`src/rtl/pic8_ctrl.sv`:
```
module pic8_ctrl #(
  parameter bit MASTER = 1'b1
) (
  input  logic       clk,
  input  logic       rst_n,
  input  logic       wr_en,
  input  logic       rd_en,
  input  logic       addr,
  input  logic [7:0] wdata,
  output logic [7:0] rdata,
  input  logic [7:0] irq_in,
  output logic       irq_out,
  output logic [7:0] vec_out,
  output logic       vec_from_slave,
  output logic [2:0] cas_id
);
  localparam int NL = 8;
  localparam int LW = $clog2(NL);

  typedef enum logic [1:0] {ST_RUN, ST_BASE, ST_CAS, ST_MODE} step_t;

  logic [NL-1:0] irr, imr, isr, prev;
  logic [7:0]    base, cas;
  logic          sel_isr, poll, ready, single, need4, m86;
  step_t         step;

  logic [LW:0] req_lvl, isr_lvl;
  wire  [NL-1:0] req = irr & ~imr;

  always_comb begin
    req_lvl = LW'(0) + (LW+1)'(NL);
    isr_lvl = LW'(0) + (LW+1)'(NL);
    for (int i = NL-1; i >= 0; i--) begin
      if (req[i]) req_lvl = (LW+1)'(i);
      if (isr[i]) isr_lvl = (LW+1)'(i);
    end
  end

  wire [LW-1:0] lvl     = req_lvl[LW-1:0];
  wire          grant   = ready && (req_lvl < isr_lvl);
  wire          wr_cmd  = wr_en && !addr;
  wire          wr_dat  = wr_en && addr;
  wire          is_init = wr_cmd && wdata[4];
  wire          is_ocw3 = wr_cmd && !wdata[4] && wdata[3];
  wire          is_eoi  = wr_cmd && !wdata[4] && !wdata[3] && (wdata[7:5] == 3'b001);
  wire          poll_rd = rd_en && !addr && poll;
  wire          ack     = poll_rd && grant;
  wire [NL-1:0] lvl_bit = NL'(1) << lvl;
  wire [NL-1:0] isr_low = isr & (~isr + NL'(1));

  assign irq_out        = grant;
  assign vec_out        = m86 ? base + 8'(lvl) : 8'h00;
  assign vec_from_slave = MASTER && grant && cas[lvl];
  assign cas_id         = MASTER ? 3'd0 : cas[2:0];

  always_comb begin
    if (addr)         rdata = imr;
    else if (poll)    rdata = grant ? {1'b1, 4'b0000, lvl} : 8'h07;
    else if (sel_isr) rdata = isr;
    else              rdata = irr;
  end

  always_ff @(posedge clk) begin
    if (!rst_n) begin
      irr <= '0; imr <= '1; isr <= '0; prev <= '0;
      base <= '0; cas <= '0;
      sel_isr <= 1'b0; poll <= 1'b0; ready <= 1'b0;
      single <= 1'b0; need4 <= 1'b0; m86 <= 1'b0;
      step <= ST_RUN;
    end else begin
      prev <= irq_in;
      if (is_init) begin
        irr <= '0; imr <= '0; isr <= '0; cas <= '0;
        sel_isr <= 1'b0; poll <= 1'b0; ready <= 1'b0; m86 <= 1'b0;
        single <= wdata[1];
        need4  <= wdata[0];
        step   <= ST_BASE;
      end else begin
        irr <= ((irr | (irq_in & ~prev)) & irq_in) & ~(ack ? lvl_bit : '0);
        if (ack)         isr <= isr | lvl_bit;
        else if (is_eoi) isr <= isr & ~isr_low;
        if (poll_rd)                   poll <= 1'b0;
        else if (is_ocw3 && wdata[2])  poll <= 1'b1;
        if (is_ocw3 && wdata[1]) sel_isr <= wdata[0];
        if (wr_dat) begin
          case (step)
            ST_RUN:  imr <= wdata;
            ST_BASE: begin
              base  <= wdata;
              step  <= !single ? ST_CAS : (need4 ? ST_MODE : ST_RUN);
              ready <= single && !need4;
            end
            ST_CAS: begin
              cas   <= wdata;
              step  <= need4 ? ST_MODE : ST_RUN;
              ready <= !need4;
            end
            default: begin
              m86   <= wdata[0];
              step  <= ST_RUN;
              ready <= 1'b1;
            end
          endcase
        end
      end
    end
  end

  p_mask_write_r1: assert property (@(posedge clk) disable iff (!rst_n)
    (wr_dat && step == ST_RUN) |=> imr == $past(wdata));

  p_init_clears_r2: assert property (@(posedge clk) disable iff (!rst_n)
    is_init |=> (imr == '0 && isr == '0 && !irq_out));

  p_grant_unmasked_r4: assert property (@(posedge clk) disable iff (!rst_n)
    irq_out |-> (irr[lvl] && !imr[lvl] && !(|(isr & ((lvl_bit << 1) - NL'(1))))));

  p_ack_sets_one_r6: assert property (@(posedge clk) disable iff (!rst_n)
    ack |=> $countones(isr) == $past($countones(isr)) + 1);

  p_spurious_keeps_isr_r7: assert property (@(posedge clk) disable iff (!rst_n)
    (poll_rd && !grant) |=> $stable(isr));

  p_eoi_drops_one_r9: assert property (@(posedge clk) disable iff (!rst_n)
    (is_eoi && isr != '0) |=> $countones(isr) + 1 == $past($countones(isr)));
endmodule

```
`config.mk`:
```
export PLATFORM = sky130hd
export DESIGN_NAME = pic8_ctrl
export DESIGN_NICKNAME = d
export VERILOG_FILES = /design/src/rtl/pic8_ctrl.sv
export SDC_FILE = /design/constraint.sdc
export NUM_CORES = 1
export LEC_CHECK = 0
export BUFFER_PORTS_ARGS = -buffer_cell sky130_fd_sc_hd__buf_2
export CORE_ASPECT_RATIO = 1.25
export CORE_MARGIN = 3
export CORE_UTILIZATION = 40
export DETAILED_ROUTE_END_ITERATION = 7
export HOLD_SLACK_MARGIN = 0.1
export SLEW_MARGIN = 5
export SYNTH_ARGS = -nofsm -noshare
export SYNTH_HDL_FRONTEND = slang
export SYNTH_SLANG_ARGS = --single-unit
```
`constraint.sdc`:
```
create_clock -name clk -period 2.89 [get_ports clk]
set_input_delay 0.289 -clock clk [delete_from_list [all_inputs] [get_ports clk]]
set_output_delay 0.289 -clock clk [all_outputs]
set_load 0.01 [all_outputs]
```
======== Yosys cells after proc, flatten, opt, wreduce, memory -nomap -nowiden ========
Index checks and enable logic that the tools add are counted.
storage, ports and cells
  register bits ........................... 56
  logic and storage cells ................. 107
operators by class
  add/sub/neg operators ................... 2
  order comparisons ....................... 2
  equality and inequality tests ........... 4
  shift operators ......................... 1
  mux-type cells .......................... 35
  bitwise logic cells ..................... 17
  reductions and logical operators ........ 32
operator list
  cell                   count
  $mux W8                11
  $mux W4                16
  $and A8 B8 Y8          6
  $not A8 Y8             5
  $or A8 B8 Y8           2
  $logic_and A1 B1 Y1    15
  $reduce_and A2 Y1      5
  $add A8 B1 Y8 const B  1
  $add A8 B3 Y8          1
  $shl A1 B3 Y8 const A  1
  $pmux W2 S3            1
  $reduce_bool A2 Y1     3
  $reduce_or A3 Y1       2
  $logic_not A1 Y1       4
  $lt A3 B4 Y1 const B   1
  $lt A4 B4 Y1           1
  $mux W2                2
  $not A1 Y1             4
  $bmux W1 S3            1
  $eq A3 B1 Y1 const B   1
  $mux W1                3
  $pmux W1 S3            1
  $reduce_and A3 Y1      1
  $eq A2 B1 Y1 const B   1
  other kinds (4)        4

======== Longest topological paths before layout ========
  depth after elaboration ................. 16
  gate-level depth with buffers ........... 12

======== Least setup slack after synthesis ========
No wires, ideal clock.
  path kind ............................... flip-flop to output port
  start point ............................. reg imr[7]
  end point ............................... out rdata[2]
  data arrival time ....................... 2.462 ns
  data required time ...................... 2.601 ns
  setup slack ............................. 0.139 ns
  cell stages (with the launch flop) ...... 12
  buffers on the path ..................... 0
  cells stage by stage .................... dfxtp_1 -> nand2b_1 -> nand2_1 -> a311oi_1 -> nor3_1 -> ha_1 -> nor2_1 -> a31oi_1 -> maj3_1 -> a21bo_2 -> inv_1 -> a31oi_1
between the ends
  cells in the longest elaborated chain, start to end .. 15
ends and longest elaborated chain
  what                      RTL line  text
  start: declaration        22        logic [NL-1:0] irr, imr, isr, prev;
  start signal: assignment  87        ST_RUN: imr <= wdata;
  $not A8 Y8                28        wire [NL-1:0] req = irr & ~imr;
  $and A8 B8 Y8             28
  $mux W4 (8 in series)     34        if (req[i]) req_lvl = (LW+1)'(i);
  $lt A4 B4 Y1              40        wire grant = ready && (req_lvl < isr_lvl);
  $logic_and A1 B1 Y1       40
  via irq_out               12        output logic irq_out,
  $mux W8 (2 in series)     58        else if (poll) rdata = grant ? {1'b1, 4'b0000, lvl} : 8'h07;
  $mux W8                   57        if (addr) rdata = imr;
  end: declaration          10        output logic [7:0] rdata,
The timed path passes the listed nets, and every way through them passes these cells.

======== Worst setup path after layout ========
  start point ............................. reg irr[6]
  end point ............................... out vec_out[6]
between the ends
  cells in the longest elaborated chain, start to end .. 10
ends and longest elaborated chain
  what                      RTL line  text
  start: declaration        22
  start signal: assignment  79        irr <= ((irr | (irq_in & ~prev)) & irq_in) & ~(ack ? lvl_bit : '0);
  $and A8 B8 Y8             28
  $mux W4 (7 in series)     34
  $add A8 B3 Y8             52        assign vec_out = m86 ? base + 8'(lvl) : 8'h00;
  $mux W8                   52
  end: declaration          13        output logic [7:0] vec_out,
Every way passes these cells.

==> results.yml <==
power:
  p_per_area_nw_per_um2: 432
  switching_share_pct: 27.5
  pwr-share-clk_pct: 33.2
  peakVddDrop_uv: 290
  combPwrFrac_pct: 16.1
  power.leakage_nw: 1.64
  pwr-share-seq_pct: 50.7
  cell_internal_pwr_w: 0.00118
  p_switching_w: 0.000447
timing:
  fmax_ghz: 0.344
  max_slew_margin_pct: 55.9
  hold_violations: 0
  tightest_slew_ns: 0.658
  setup_violations: 1
  period_share_pct: 101
  final_max_slew_viol_count: 0
  grt_setup_unrepaired: "true"
  fin_crit_ns: 2.91
  finClkSkew_ns: 0.00843
  fin_ws_ns: -0.0165
placed_design:
  dpl-instance-area_um2: 3390
  place_ws_ns: 0.0905
  gp_congestion: 0.933
  io_buffers: 38
  hpwlAfterDp_mm: 6.28
drt:
  drt-total-wl_mm: 8.35
  vias: 2809
  ant_nets: 0
  vias_per_cell: 5.58
  routedWlPerCell_um: 16.6
  drc: 0
  drt_pass1_iterations: 5
  drt_first_iter_violations: 123
critical_path:
  cp_data_required_time_ns: 2.60
  crit_path_max_incr_delay_ns: 0.38
  cp_common_cell: "inv_2"
  critPathBufInv: 3
  end_kind: "primary output"
  worstPathMaxFanout: 4
  cp.arrival_ns: 2.62
  path_cells: "nor2b_1, o21ai_1, nand3_1, nand2_2, ha_4, inv_2, fa_2, inv_2, maj3_2, nand4_1, xnor2_1, and2_1, buf_2"
  crit_family: "adder cells"
  cp_slowest_cell: "dfxtp_4"
  crit_type: "reg2out"
  timing.critical_path.from_type: "register"
finish:
  area_growth_pct: 23.4
  nFillCells: 701
  most-common-layout-cells: "45 x dfxtp_1, 38 x buf_2, 35 x nand2_1"
  antenna_cells: 0
  finalNetCount: 442
  final_util_pct: 52.3
  drive_above_1_share_pct: 30.8
  finish.instance_area_um2: 3760
  layout_commonest_cell: "dfxtp_1"
global_route:
  globalRouteMet2Util_pct: 32.2
  grtUsageTotal_pct: 19.0
  busiest_layer: "met2"
  grt_max_degree: 29
  grt_pass1_wl_mm: 13.4
  overflow: 0
  met1_usage_pct: 24.3
  antenna_found_initial: 0
  grt_pass1_vias: 2697
  gr-usage-met3_pct: 2.94
synth:
  ys_ff_latch: 56
  ys_warn_count: 0
  synth_compound_area_share_pct: 17.0
  muxShareOfSynthArea_pct: 10.0
  seq_area_frac_synth_pct: 36.8
  synthSimpleGateAreaFrac_pct: 25.1
  synth_area_per_cell_um2: 8.49
  synth_edf_count: 0
  synth_top_family_by_area: "simple AND/OR/NAND/NOR gates"
  ys.flop_type: "dfxtp_1"
  synthAdderAreaFrac_pct: 4.93
  synth_cell_types: 54
  syn_area_um2: 3050
  synthXorXnorAreaFrac_pct: 2.01
  async_reset_ff_share_pct: 0
  netlist_instances: 359
clocking:
  cts_tree: "built"
  cts_buffers: 5
  clock_latency_ns: 0.33
  htree_levels: 2
  path_clk_slew_ns: 0.10
  cts.sinks: 56
  cts-root-buf: "clkbuf_8"
  clk_path_buf_depth: 2
floorplan:
  initial_core_util_pct: 42.4
  die_h_um: 104
  die_area_um2: 8710
  io_pins: 42
  core_area_um2: 7190
  die_w_um: 84.1
  num_rows: 34
run_status:
  status: "finished with violations"
  violations: "negative setup slack"
worst_hold_path:
  hold_class: "in2reg"
job:
  drv_cap: 0
routing by layer:
layer / vias up / routed length [µm]
li1: 1362 / -
met1: 1342 / 3620
met2: 88 / 4080
met3: 17 / 419
met4: 0 / 230
met5: - / 0
cell type report:
cell class                      instances  area, µm²  area share (%)
Multi-Input combinational cell        275       1990            52.8
Clock inverter                          3       46.3            1.23
Sequential cell                        56       1140            30.3
Clock buffer                            5       68.8            1.83
Inverter                               15       56.3            1.50
Tap cell                               90        113            2.99
Timing Repair Buffer                   59        352            9.35
flip-flops by register name, indices dropped and copies added (netlist names):
signal,cells
base,8
cas,8
imr,8
irr,8
isr,8
m86,1
need4,1
poll,1
prev,8
ready,1
sel_isr,1
single,1
step,2
worst paths after layout:
path / cells after the start / to / from / slack [ns]
worst max-delay path: 13 / vec_out[6] / irr[6]$_SDFF_PP0_ / -0.02
worst min-delay path: 2 / prev[5]$_SDFF_PN0_ / irq_in[5] / 0.19
worst max register to register: 8 / isr[2]$_SDFFE_PP0P_ / isr[7]$_SDFFE_PP0P_ / 0.13
worst min register to register: 3 / irr[0]$_SDFF_PP0_ / prev[0]$_SDFF_PN0_ / 0.51
power by group through the flow:
stage                     Combinational, W  Clock (W)  Sequential (W)
final                             0.000262   0.000540        0.000824
after detailed placement          0.000224          0        0.000837
after global routing              0.000288   0.000575        0.000827
after floorplan                   0.000142          0        0.000828
after CTS                         0.000255   0.000548        0.000824
after global placement            0.000224          0        0.000836
cell usage after synthesis (5+ instances only):
cell type	number	area share (%)
inv_1	15	1.8
clkbuf_1	11	1.4
o2111a_1	5	1.8
nor2b_1	20	4.1
nand2_1	38	4.7
and2_1	19	3.9
a31oi_1	5	1.0
nand3_1	16	2.6
nand2b_1	8	1.6
dfxtp_1	56	37
a21oi_1	18	3.0
mux2i_1	26	8.5
ha_1	8	3.3
o21ai_0	16	2.6
xnor2_1	5	1.4
a22oi_1	9	2.2
nor2_1	25	3.1
logic make-up after synthesis:
logic type,count (synthesis)
XOR/XNOR,7
multiplexers,30
flip-flops,56
buffers and inverters,30
AND/OR/NAND/NOR,148
AO/OA/AOI/OAI,75
adder cells (fa/ha/maj),12
other,1
repair_timing:
action / 4_1_cts / 5_1_grt
hold buffers: 0 / 0
buffers inserted: 6 / 2
pin swaps: 14 / 9
endpoints found under the setup margin: 12 / 13
resized for setup: 41 / 19
per-stage QoR:
| step | hold slack, ns | total power [W] | std cells | TNS [ns] |
|---|---|---|---|---|
| global route | 0.199 | 0.00169 | 503 | -0.923 |
| global placement | 0.480 | 0.00106 | 487 | 0 |
| floorplan | 0.432 | 0.000970 | 361 | 0 |
| detailed placement | 0.494 | 0.00106 | 487 | 0 |
| finish | 0.186 | 0.00163 | 503 | -0.0165 |
| CTS | 0.188 | 0.00163 | 501 | -0.0621 |
(Power assumes the default switching activity.)
